### config.mk
export PLATFORM = sky130hd
export DESIGN_NAME = mdio_master
export DESIGN_NICKNAME = d
export VERILOG_FILES = /design/src/rtl/mdio_master.sv
export SDC_FILE = /design/constraint.sdc
export NUM_CORES = 1
export LEC_CHECK = 0
export BUFFER_PORTS_ARGS = -buffer_cell sky130_fd_sc_hd__buf_4
export CAP_MARGIN = 20
export CORE_ASPECT_RATIO = 1.75
export CORE_MARGIN = 5
export CORE_UTILIZATION = 58
export CTS_CLUSTER_SIZE = 14
export DETAILED_ROUTE_END_ITERATION = 8
export GPL_TIMING_DRIVEN = 0
export PLACE_DENSITY = 0.88
export SETUP_SLACK_MARGIN = 0.4
export SLEW_MARGIN = 5
export SYNTH_ARGS = -nofsm -noshare
export SYNTH_HDL_FRONTEND = slang
export SYNTH_SLANG_ARGS = --single-unit
### constraint.sdc
create_clock -name clk -period 4.35 [get_ports clk]
set_input_delay 0.87 -clock clk [delete_from_list [all_inputs] [get_ports clk]]
set_output_delay 0.87 -clock clk [all_outputs]
set_load 0.02 [all_outputs]
### src/rtl/mdio_master.sv
module mdio_master #(
  parameter int DIV_W = 8
) (
  input  logic             clk,
  input  logic             rst_n,
  input  logic [DIV_W-1:0] mdc_half,
  input  logic             wdata_we,
  input  logic [15:0]      wdata,
  input  logic             cmd_we,
  input  logic             cmd_go,
  input  logic [1:0]       cmd_st,
  input  logic [1:0]       cmd_op,
  input  logic [4:0]       cmd_phy,
  input  logic [4:0]       cmd_reg,
  input  logic [15:0]      cmd_addr,
  output logic             busy,
  output logic [15:0]      rd_data,
  output logic             mdc,
  output logic             mdio_o,
  output logic             mdio_oe,
  input  logic             mdio_i
);
  localparam int FRAME_BITS = 64;
  localparam int BW         = $clog2(FRAME_BITS);
  localparam int TA_POS     = 46;
  localparam int DATA_POS   = 48;

  logic             busy_q, mdc_q, rd_q;
  logic [DIV_W-1:0] cnt_q;
  logic [BW-1:0]    bit_q;
  logic [63:0]      sh_q;
  logic [15:0]      wd_q, rx_q, rd_data_q;

  wire [DIV_W-1:0] half_m1   = (mdc_half == '0) ? '0 : mdc_half - 1'b1;
  wire             launch    = cmd_we & cmd_go & ~busy_q;
  wire             phase_end = busy_q & (cnt_q >= half_m1);
  wire             last_bit  = (bit_q == BW'(FRAME_BITS - 1));
  wire             in_data   = (32'(bit_q) >= DATA_POS);
  wire             released  = rd_q & (32'(bit_q) >= TA_POS);
  wire [15:0]      tx_data   = (cmd_st == 2'd0 && cmd_op == 2'd0) ? cmd_addr : wd_q;

  always_ff @(posedge clk) begin
    if (!rst_n) begin
      busy_q    <= 1'b0;
      mdc_q     <= 1'b1;
      rd_q      <= 1'b0;
      cnt_q     <= '0;
      bit_q     <= '0;
      sh_q      <= '0;
      wd_q      <= '0;
      rx_q      <= '0;
      rd_data_q <= '0;
    end else begin
      if (wdata_we) wd_q <= wdata;
      if (launch) begin
        busy_q <= 1'b1;
        mdc_q  <= 1'b0;
        cnt_q  <= '0;
        bit_q  <= '0;
        rd_q   <= cmd_op[1];
        sh_q   <= {32'hFFFF_FFFF, cmd_st, cmd_op, cmd_phy, cmd_reg, 2'b10, tx_data};
      end else if (busy_q) begin
        if (phase_end) begin
          cnt_q <= '0;
          if (!mdc_q) begin
            mdc_q <= 1'b1;
            if (rd_q && in_data) rx_q <= {rx_q[14:0], mdio_i};
          end else if (last_bit) begin
            busy_q <= 1'b0;
            if (rd_q) rd_data_q <= rx_q;
          end else begin
            mdc_q <= 1'b0;
            bit_q <= bit_q + 1'b1;
            sh_q  <= {sh_q[62:0], 1'b1};
          end
        end else begin
          cnt_q <= cnt_q + 1'b1;
        end
      end
    end
  end

  assign busy    = busy_q;
  assign rd_data = rd_data_q;
  assign mdc     = mdc_q;
  assign mdio_o  = busy_q ? sh_q[63] : 1'b1;
  assign mdio_oe = busy_q & ~released;
endmodule


## Word-level counts from Yosys, hierarchy flattened

Cells that the tools add are included.

- Mux-type cells: 19
- Bitwise logic cells: 11
- Add/subtract/negate cells: 3
- Reduce and logical (&&, ||, !) cells: 14
- $lt $le $gt $ge: 3
- Equality and inequality tests: 2

Operator list:

| cell | number |
|---|---|
| $mux 64 | 5 |
| $mux 16 | 1 |
| $mux 8 | 2 |
| $ge 6x6->1 const B | 2 |
| $mux 1 | 11 |
| $add 8x1->8 const B | 1 |
| $ge 8x8->1 | 1 |
| $logic_not 8->1 | 1 |
| $reduce_and 4->1 | 2 |
| $sub 8x1->8 const B | 1 |
| $add 6x1->6 const B | 1 |
| $eq 6x6->1 const B | 1 |
| $not 1->1 | 6 |
| $reduce_and 6->1 | 1 |
| $reduce_bool 2->1 | 3 |
| $and 1x1->1 | 5 |
| $reduce_and 5->1 | 1 |
| $logic_not 2->1 | 2 |
| $logic_and 1x1->1 | 2 |
| $ne 2x2->1 const B | 1 |
| $reduce_and 2->1 | 1 |
| $reduce_or 2->1 | 1 |

- Register bits: 129
- Logic and storage cells: 62
- Output and inout bits: 20
- Input bits: 60

## Longest topological paths before layout

Gate-level depths: netlist of the first run.

- Depth after elaboration: 7
- Gate-level depth with buffers: 14
- Depth with buffers taken out: 11

## Worst setup path after synthesis of the first run

Ideal clock, no wire load.

- Path kind: input port to flip-flop
- Start: input port mdc_half[0]
- End: register sh_q[12]
- Required time: 4.205 ns
- Library setup time: 0.145 ns
- Setup slack: 1.023 ns
- Stages on the path: 13
- Path buffers: 2
- Data arrival time: 3.182 ns
- Cells stage by stage: inv_1 ha_1 nand2_1 or3_1 and2_1 ha_1 a31oi_1 nor2b_1 o21a_1 buf_6 buf_2 a2111oi_0 a211oi_1

- Word-level cells in the longest chain between the ends: 6
- Elaborated cells on any way between the ends: 7
- Those cells by class: 1 x add/sub; 1 x order compare; 1 x mux; 1 x bitwise; 3 x reduce/logical

Ends and longest elaborated chain:

| what | line | source |
|---|---|---|
| start: declaration | 6 | `input logic [DIV_W-1:0] mdc_half,` |
| $sub 8x1->8 / $logic_not 8->1 (equally long branches) | 34 | `wire [DIV_W-1:0] half_m1 = (mdc_half == '0) ? '0 : mdc_half - 1'b1;` |
| $mux 8 (*) | 34 |  |
| $ge 8x8->1 (*) | 36 | `wire phase_end = busy_q & (cnt_q >= half_m1);` |
| $and 1x1->1 (*) | 36 |  |
| $reduce_bool 2->1 (no source line) (*) | - |  |
| $reduce_and 4->1 (no source line) (*) | - |  |
| end signal: assignment | 61 | `sh_q <= {32'hFFFF_FFFF, cmd_st, cmd_op, cmd_phy, cmd_reg, 2'b10, tx_data};` |
| end signal: assignment | 74 | `sh_q <= {sh_q[62:0], 1'b1};` |
| end: declaration | 31 | `logic [63:0] sh_q;` |

Mark *: on every way between the ends. The rest lies on a longest branch, timed or not.
A chain may end at the register's enable or synchronous reset.

## Worst setup path in the final report of the first run

- Start: input port mdc_half[3]
- End: register sh_q[19]

Same word-level chain as after synthesis.

==> metrics.md, run 1 <==
| Metric | Value |
|---|---|
| First-pass GRT wire length | `29300 um` |
| Largest area contributor in the netlist | `dfxtp_1` |
| Post-synth top flop | `dfxtp_1` |
| Sequential share of the synthesized area | `41.3%` |
| CTS Root Cell | `clkbuf_16` |
| Period utilization | `85.1%` |
| Top cell by count, worst path | `a21oi_1` |
| Via count | `6148` |
| Core box area | `0.0106 sq mm` |
| Final Non-Filler Cells | `947` |
| Rel. slew slack | `50.1%` |
| HP Start | `rd_data[0]` |
| Compound-cell area share of the yosys netlist | `26.4%` |
| Number of vias per cell | `6.49` |
| PortBufs | `77` |
| R2R Path Start | `cnt_q[7]` |
| Final Skew | `9.82 ps` |
| Hold buffer count at CTS | `0` |
| TritonCTS Sinks | `129` |
| #FFs+latches synth | `129` |
| Fmax | `0.270 GHz` |
| Synth area leaders | `dfxtp_1 41%, a211oi_1 13%, mux2i_1 5.9%` |
| Data required time of the worst path | `4640 ps` |
| Area of the die | `0.0130 sq mm` |
| Layout cell share with drive strength beyond 1 | `20.9%` |
| Initial antenna violation count | `0` |
| Switching portion of total power | `24.4%` |
| Min cycle time layout | `3700 ps` |
| Crit path largest cell delay | `550 ps` |
| Worst skew pair latency | `430 ps` |
| Clock network power share | `49.1%` |
| DR iter-0 viols | `406` |
| CP max stage cell | `o21ai_2` |
| Total wire length | `18000 um` |
| H-tree levels | `4` |
| Total iterations of the first detailed-routing run | `6` |
| Post-Syn Instances | `708` |
| Crit Path Max Fanout | `10` |
| Final Power | `3.05 mW` |
| CTS clock-pin slew for the worst setup and hold paths | `60 ps` |
| Post-synthesis mux area share | `7.19%` |
| Maximum root-to-sink buffer count | `2` |
| Seq pwr share | `41.6%` |
| Slew Limit Fails | `0` |
| All-Layer GR Usage | `28.1%` |
| EDFF count, synth | `0` |
| Die X | `88.5 um` |
| Antenna diodes | `0` |
| Combinational power share | `9.3%` |
| Remaining DRCs | `0` |
| Post-detail-place hpwl | `13000 um` |
| Simple-gate share of the synthesized area | `16.2%` |
| Mean area per synthesized cell | `8.83 sq um` |
| Crit start category | `primary input` |
| Post-CTS sizing | `0` |
| Die Y | `147 um` |
| CP Capture Type | `register` |
| Placed cells | `915` |
| Post-Syn Area | `0.00625 sq mm` |
| Synth top area share | `41.3%` |
| Largest family of logic cells by synthesized area | `compound AO/OA/AOI/OAI gates` |
| Final-report hold violation count | `0` |
| Worst vdd ir | `0.307 mV` |
| Initial core utilization | `58.8%` |
| Fraction of the mapped netlist area in adder cells | `2.20%` |
| Internal power | `2.30 mW` |
| Power Density | `400 mW/mm^2` |
| Unrepaired setup endpoints after global routing | `no` |
| Max-Cap Viols | `0` |
| Vias in the first global route | `6360` |
| Async set-reset flop share out of synthesis | `0%` |
| Grt total ovfl | `0` |
| Num rows | `50` |
| Net Switching | `0.744 mW` |
| Pleak | `2.75 nW` |
| Boundary Pins | `80` |
| Crit Path Category | `primary input to register` |
| CP arrival | `3990 ps` |
| Status | `complete, no violations` |
| Yosys cell types | `49` |
| Worst Tran Pin Value | `748 ps` |
| Worst Hold Class | `register to register` |
| Largest net degree at the start of global routing | `17` |
| Mapped Nets | `779` |
| Total CTS buffers | `17` |
| WHS Path Cells | `2` |
| Area growth syn-to-layout | `21.8%` |
| Nets | `875` |
| Routed Antenna Nets | `0` |
| Final setup fails | `0` |
| Drt wl/cell | `19.0 um` |
| Reg2reg path depth | `6` |
| Worst path cell trace | `buf_4, nor2_1, nand4b_1, or3_1, nor3_1, a21oi_1, ha_1, a21oi_1, nand3_1, o21ai_2, buf_2, a211oi_1` |
| CTS tree | `built` |
| Fin Setup TNS | `0 ps` |
| Setup bufs post-CTS | `0` |
| Yosys warns | `0` |
| Gpl congestion | `0.953` |
| Critical path origin | `mdc_half[3]` |
| Post-synthesis xor/xnor area fraction | `0.981%` |
[layout make-up]
type | instances | area [sq um]
plain buffers | 72 | 347
multi-input cells | 503 | 3310
fillers | 775 | 3020
clock buffers | 20 | 467
inverters | 4 | 15.0
clock inverters | 12 | 158
well taps | 130 | 163
flip-flops and latches | 129 | 2580
repair buffers | 77 | 578
[cells in the mapped netlist (3+ instances only)]
library cell,instances
inv_1,3
o211ai_1,27
buf_4,4
a2111oi_0,7
ha_1,11
nand2_1,52
nor2b_1,10
nor2_1,76
dfxtp_1,129
nor3_1,6
xnor2_1,4
clkbuf_1,32
xor2_1,3
buf_6,3
a2111oi_2,8
or3_1,6
nand4_1,8
a21oi_1,30
buf_2,31
o21ai_0,18
a211o_1,4
nand2b_1,8
nand3_1,38
mux2_2,7
o2111ai_1,3
a211oi_1,110
a31oi_1,7
mux2i_1,37
[worst max-delay path: cells and delay by family]
family          cells  cell delay (ps)
simple gates        5             1280
fa+ha+maj           1              340
buf+inv             2              510
compound gates      4              980
[state kept, by name, indices dropped and copies added, names as in the netlist]
name,flops
bit_q,6
busy,1
cnt_q,8
mdc,1
rd_data,16
rd_q,1
rx_q,16
sh_q,64
wd_q,16
[per-layer routing]
layer / global-route usage (%) / share of wire [%] / vias to the layer above
met4: 17.3 / 5.4 / 0
li1: - / - / 2836
met5: 0 / 0 / -
met1: 29.5 / 36 / 2913
met2: 49.1 / 53 / 312
met3: 6.34 / 6.5 / 87
[power by group through the flow]
stage | Sequential [mW] | Combinational (mW) | Clock, mW
floorplan | 1.28 | 0.174 | 0
global placement | 1.29 | 0.263 | 0
detailed placement | 1.29 | 0.275 | 0
CTS | 1.27 | 0.278 | 1.49
global route | 1.27 | 0.307 | 1.55
finish | 1.27 | 0.282 | 1.50
[cells by family after synthesis]
kind of cell	count (synthesis)
AOI/OAI and AO/OA	225
xor gates and xnor gates	7
adders and majority gates	11
buffers and inverters	76
DFF	129
muxes	44
and+or+nand+nor	216
[path summary, 6_finish.rpt]
kind / end / slack (ps)
max: sh_q[19] / 650
min: rd_data[0] / 460
min reg2reg: rd_data[0] / 460
max reg2reg: sh_q[19] / 1810
[cell usage in the layout, fill, tap and decap left out, drive strengths merged, types with 2 or more instances in the layout]
master	count
dfxtp	129
buf	117
a211oi	110
nor2	77
nand2	52
clkbuf	52
nand3	38
mux2i	37
a21oi	32
o211ai	27
o21ai	20
a2111oi	16
ha	11
nor2b	10
nand2b	8
nand4	8
a31oi	7
mux2	7
or3	6
nor3	6
clkinvlp	6
xnor2	4
a211o	4
inv	4
xor2	3
o2111ai	3
bufinv	3
clkinv	3
nor3b	2
o21a	2
nor4	2
and4	2
[stage by stage]
step	utilization (%)	setup WS, ps	hold WS (ps)	area (sq um)
6_report	71.6	646	462	7610
5_1_grt	71.6	499	486	7610
4_1_cts	71.6	766	461	7610
3_5_place_dp	65.7	346	449	6990
3_3_place_gp	65.7	517	444	6990
2_1_floorplan	-	1020	436	6250
Power figures use the tool's default switching activity.
==> run 2: changes to the inputs <==
Settings changed: CORE_ASPECT_RATIO 1.75 to 1.4.
==> run 2 against run 1 <==
  * Sequential share of layout area fell by 0.094 points
  * Fmax is 2.5% higher
  * Hold slack worse by 4.0 ps
  * Critical path type unchanged
  * Cell count up 0.74%
  * Non-clock buffer count stayed put
  * Sequential power about the same
  * Wire length down 4.3%
  * Core utilization rose by 1.4 points
  * Critical endpoint is now sh_q[17]
==> metrics.md, run 2 (synthesized netlist as in run 1, its figures left out) <==
| Metric | Value |
|---|---|
| First-pass GRT wire length | `28400 um` |
| Power Density | `403 mW/mm^2` |
| Fin Setup TNS | `0 ps` |
| Core box area | `0.0105 sq mm` |
| Crit Path Max Fanout | `10` |
| Vias in the first global route | `6115` |
| Max-Cap Viols | `0` |
| Worst path cell trace | `buf_4, nor2_1, nand4b_1, or3_1, nor3_1, a21oi_1, ha_1, a21oi_1, nand3_1, o21ai_2, buf_2, a211oi_1` |
| Worst Tran Pin Value | `754 ps` |
| Slew Limit Fails | `0` |
| Total wire length | `17200 um` |
| Die Y | `133 um` |
| Remaining DRCs | `0` |
| Boundary Pins | `80` |
| Total CTS buffers | `17` |
| Largest net degree at the start of global routing | `17` |
| Antenna diodes | `0` |
| Final-report hold violation count | `0` |
| Hold WS | `458 ps` |
| PortBufs | `77` |
| Initial antenna violation count | `0` |
| Die X | `97.7 um` |
| Final Non-Filler Cells | `954` |
| Final Power | `3.07 mW` |
| Setup bufs post-CTS | `0` |
| Initial core utilization | `59.7%` |
| Area growth syn-to-layout | `22.2%` |
| Commonest cells after routing, fill and taps aside | `129 x dfxtp_1, 110 x a211oi_1, 81 x buf_4, 76 x nor2_1, 52 x nand2_1` |
| Crit start category | `primary input` |
| DR iter-0 viols | `517` |
| Num rows | `44` |
| Most common cell after layout, fill and taps aside | `dfxtp_1` |
| Period utilization | `83.1%` |
| Crit Path Category | `primary input to register` |
| CTS Root Cell | `clkbuf_16` |
| CP arrival | `3910 ps` |
| CTS clock-pin slew for the worst setup and hold paths | `60 ps` |
| Fmax | `0.277 GHz` |
| Final setup fails | `0` |
| Grt total ovfl | `0` |
| Drt wl/cell | `18.1 um` |
| Final worst slack | `736 ps` |
| Worst skew pair latency | `430 ps` |
| Nets | `875` |
| Top cell by count, worst path | `a21oi_1` |
| Min cycle time layout | `3610 ps` |
| Max reg flops | `64` |
| Number of vias per cell | `6.33` |
| TritonCTS Sinks | `129` |
| CP max stage cell | `o21ai_2` |
| Worst vdd ir | `0.312 mV` |
| Total iterations of the first detailed-routing run | `5` |
| Post-detail-place hpwl | `12000 um` |
| Area of the die | `0.0130 sq mm` |
| Post-placement setup slack | `419 ps` |
| Crit path largest cell delay | `530 ps` |
| Maximum root-to-sink buffer count | `2` |
| Pleak | `2.76 nW` |
| Register with the most flip-flops | `sh_q` |
| Status | `complete, no violations` |
| Worst Hold Class | `register to register` |
| Via count | `6039` |
| CP Capture Type | `register` |
| Placed cells | `923` |
| Routed Antenna Nets | `0` |
| Layout cell share with drive strength beyond 1 | `20.8%` |
| Data required time of the worst path | `4640 ps` |
| Final Skew | `7.09 ps` |
| CTS tree | `built` |
| Unrepaired setup endpoints after global routing | `no` |
| Gpl congestion | `0.962` |
| H-tree levels | `4` |
| Post-CTS sizing | `0` |
| All-Layer GR Usage | `26.4%` |
| Hold buffer count at CTS | `0` |
| Rel. slew slack | `49.8%` |
run 2: layout make-up:
| class | count | area (sq um) |
|---|---|---|
| Buffer | 72 | 347 |
| Multi-Input combinational cell | 503 | 3310 |
| Tap cell | 138 | 173 |
| Fill cell | 774 | 2820 |
| Clock buffer | 19 | 453 |
| Inverter | 4 | 15.0 |
| Clock inverter | 12 | 183 |
| Sequential cell | 129 | 2580 |
| Timing Repair Buffer | 77 | 578 |
run 2: path summary, 6_finish.rpt:
path | startpoint | end | slack, ps | cells past startpoint
worst max-delay path | mdc_half[3] | sh_q[17] | 740 | 12
worst min-delay path | rd_data[7] | rd_data[7] | 460 | 2
worst max register to register | cnt_q[7] | sh_q[17] | 1860 | 6
worst min register to register | rd_data[7] | rd_data[7] | 460 | 2
run 2: layer usage:
metal / wire length, um / up-vias / GRT usage, % / share of wire (%)
met5: 0 / - / 0 / 0
met4: 734 / 0 / 14.9 / 4.3
met3: 1360 / 85 / 7.27 / 7.9
met2: 8420 / 320 / 43.9 / 49
met1: 6720 / 2797 / 30.3 / 39
li1: - / 2837 / - / -
run 2: stage by stage:
stage / cell area, sq um / utilization [%]
after global placement: 7000 / 66.9
after floorplan: 6250 / -
after CTS: 7640 / 73.0
after detailed placement: 7000 / 66.9
after global routing: 7640 / 73.0
final: 7640 / 73.0
run 2: critical path: cells and delay by family:
family          cells  cell delay (ps)
simple gates        5             1220
compound gates      4              960
buf+inv             2              510
fa+ha+maj           1              330
run 2: report_power, final:
part	internal, mW	total [mW]	switching (mW)
sequential	1.24	1.27	0.0314
combinational	0.121	0.280	0.159
clock	0.988	1.53	0.538
==> run 3: changes to the inputs <==
Settings changed: ABC_AREA from default to 1, CORE_UTILIZATION 58 to 52, PLACE_DENSITY 0.88 to 0.84.
Clock period 4.35 ns to 3.3 ns, I/O delays scaled along.
==> run 3 against run 2 <==
  * Clock skew grew 1.7 ps
  * Critical path depth grew 7
  * Clock-buffer cell count grew 2
  * Via count shrank 7.3%
  * Sequential share of layout area grew 0.93 points
  * Non-clock buffer count shrank 21
  * Power grew 26%
  * Highest routed layer unchanged
==> metrics.md, run 3 <==
| Metric | Value |
|---|---|
| Status | `complete, no violations` |
| HP Start | `wdata[1]` |
| Worst Hold Class | `primary input to register` |
| Fillcell total | `938` |
| CP Capture Type | `register` |
| Most numerous cell in the Yosys netlist | `nor2_1` |
| Max reg flops | `64` |
| Post-Syn Instances | `843` |
| Min cycle time layout | `2690 ps` |
| Crit start category | `primary input` |
| Mean area per synthesized cell | `6.96 sq um` |
| Final worst slack | `608 ps` |
| CTS Root Cell | `clkbuf_16` |
| All-Layer GR Usage | `21.1%` |
| Most common cell after layout, fill and taps aside | `nor2_1` |
| Initial antenna violation count | `0` |
| Worst vdd ir | `0.419 mV` |
| Sequential share of the synthesized area | `44.0%` |
| Unrepaired setup endpoints after global routing | `yes` |
| DR iter-0 viols | `316` |
| Area growth syn-to-layout | `26.6%` |
| CP arrival | `2970 ps` |
| Yosys warns | `0` |
| Area of the die | `0.0135 sq mm` |
| Remaining DRCs | `0` |
| Post-Syn Area | `0.00587 sq mm` |
| Via count | `5600` |
| CTS clock-pin slew for the worst setup and hold paths | `60 ps` |
| Post-detail-place hpwl | `9730 um` |
| Synth area leaders | `dfxtp_1 44%, nor2_1 15%, nand2_1 8.3%` |
| Post-synthesis mux area share | `0%` |
| Final-report hold violation count | `0` |
| Core box area | `0.0112 sq mm` |
| Number of vias per cell | `5.08` |
| Worst Tran Pin Value | `636 ps` |
| Drt wl/cell | `12.9 um` |
| Synth top area share | `44.0%` |
| Crit Path Category | `primary input to register` |
| Final setup fails | `0` |
| Largest area contributor in the netlist | `dfxtp_1` |
| Post-synthesis xor/xnor area fraction | `1.79%` |
| Utilization after layout | `66.2%` |
| Top sig layer | `met4` |
| R2R Path Start | `busy` |
| Max-Cap Viols | `0` |
| Power Density | `521 mW/mm^2` |
| Met3 wire length | `723 um` |
| Routed Antenna Nets | `0` |
| Fmax | `0.372 GHz` |
| Wl on met1 | `5730 um` |
| Data required time of the worst path | `3580 ps` |
| EDFF count, synth | `0` |
| Boundary Pins | `80` |
| WL met2 | `7420 um` |
| Post-synth top flop | `dfxtp_1` |
| Final Non-Filler Cells | `1102` |
| H-tree levels | `4` |
| Antenna diodes | `0` |
| TritonCTS Sinks | `129` |
| Period utilization | `81.6%` |
| Largest net degree at the start of global routing | `17` |
| Die Y | `136 um` |
| Post-placement setup slack | `-182 ps` |
| Reg2reg path depth | `9` |
| Initial core utilization | `52.3%` |
| Simple-gate share of the synthesized area | `31.9%` |
| Num rows | `46` |
| R2R Setup Slk | `1330 ps` |
| WHS Path Cells | `3` |
| Maximum root-to-sink buffer count | `2` |
| Worst skew pair latency | `420 ps` |
| Slew Limit Fails | `0` |
| Worst r2r dst | `sh_q[15]` |
| Fin Setup TNS | `0 ps` |
| Mapped Nets | `914` |
| Most instantiated cells after synthesis | `229 x nor2_1, 130 x nand2_1, 129 x dfxtp_1, 66 x inv_1, 64 x o21ai_0` |
| PortBufs | `79` |
| Gpl congestion | `0.862` |
| Commonest cells after routing, fill and taps aside | `221 x nor2_1, 129 x dfxtp_1, 127 x nand2_1, 87 x buf_4, 62 x inv_1` |
| Final Skew | `8.74 ps` |
| Register with the most flip-flops | `sh_q` |
| Placed cells | `1066` |
| Grt total ovfl | `0` |
| Crit Path Max Fanout | `10` |
| Async set-reset flop share out of synthesis | `0%` |
| Layout cell share with drive strength beyond 1 | `19.0%` |
| Fraction of the mapped netlist area in adder cells | `2.34%` |
| Rel. slew slack | `57.4%` |
| Pleak | `3.41 nW` |
| Hold Path End | `wd_q[1]` |
| Largest family of logic cells by synthesized area | `simple AND/OR/NAND/NOR gates` |
| Yosys cell types | `33` |
| Die X | `99.8 um` |
| Compound-cell area share of the yosys netlist | `11.5%` |
| Total CTS buffers | `17` |
| #FFs+latches synth | `129` |
| Nets | `1016` |
| Total wire length | `14200 um` |
| Total iterations of the first detailed-routing run | `5` |
| CTS tree | `built` |
| First-pass GRT wire length | `23400 um` |
| Vias in the first global route | `5268` |
| Final Power | `3.87 mW` |
## run 3: area by class of cell
cell class                 instances  area (sq um)  area share [%]
timing repair buffer              82           616            8.28
tap                              144           180            2.42
buffer                            46           290            3.91
inverter                          68           258            3.47
clock buffer                      21           460            6.20
clock inverter                    11           129            1.73
multi-input combinational        601          2920            39.2
sequential                       129          2580            34.7
## run 3: logic make-up after synthesis
logic type,Yosys count
and+or+nand+nor,446
DFF,129
AOI/OAI and AO/OA,131
buffers and inverters,114
xor gates and xnor gates,12
adders and majority gates,11
## run 3: how the worst max path moves through the flow
stage	startpoint	endpoint	cells past startpoint
global placement	mdc_half[0]	rx_q[9]	20
detailed placement	mdc_half[0]	rx_q[12]	20
finish	mdc_half[1]	rx_q[15]	19
global route	mdc_half[0]	sh_q[34]	19
floorplan	mdc_half[0]	sh_q[26]	20
CTS	mdc_half[0]	sh_q[54]	18
## run 3: where the power goes
group | leakage [nW] | internal (mW) | switching, mW | total, mW
logic | 2.07 | 0.155 | 0.205 | 0.360
clock network | 0.284 | 1.16 | 0.689 | 1.85
registers | 1.05 | 1.63 | 0.0352 | 1.66
total | 3.41 | 2.94 | 0.930 | 3.87
## run 3: critical path, stage by stage
cell	delay, ps
buf_4	120
inv_2	60
ha_4	140
nand2_2	80
nor3_4	200
inv_2	60
nor3_4	230
nor2_1	70
ha_1	270
nand2_1	50
nor2_1	90
nor2_1	40
nand2_1	60
nand2_2	90
a21oi_4	300
nand2_4	130
buf_6	180
nand2_1	70
a21oi_1	60
## run 3: what timing repair did
action / CTS / global route
endpoints found under the setup margin: 83 / 112
gates resized for setup: 4 / 55
pin swaps: 0 / 5
gates cloned: 0 / 1
buffers inserted: 0 / 3
hold buffers: 0 / 0
## run 3: layer usage
| metal | track usage [%] | vias to the layer above |
|---|---|---|
| met3 | 5.46 | 32 |
| met2 | 38.0 | 147 |
| met4 | 7.59 | 0 |
| met5 | 0 | - |
| li1 | - | 2886 |
| met1 | 23.9 | 2535 |
## run 3: metrics by stage
step	area [sq um]	hold slack, ps
4_1_cts	7260	456
3_3_place_gp	6640	456
2_1_floorplan	5870	440
6_report	7430	463
3_5_place_dp	6640	458
5_1_grt	7430	458
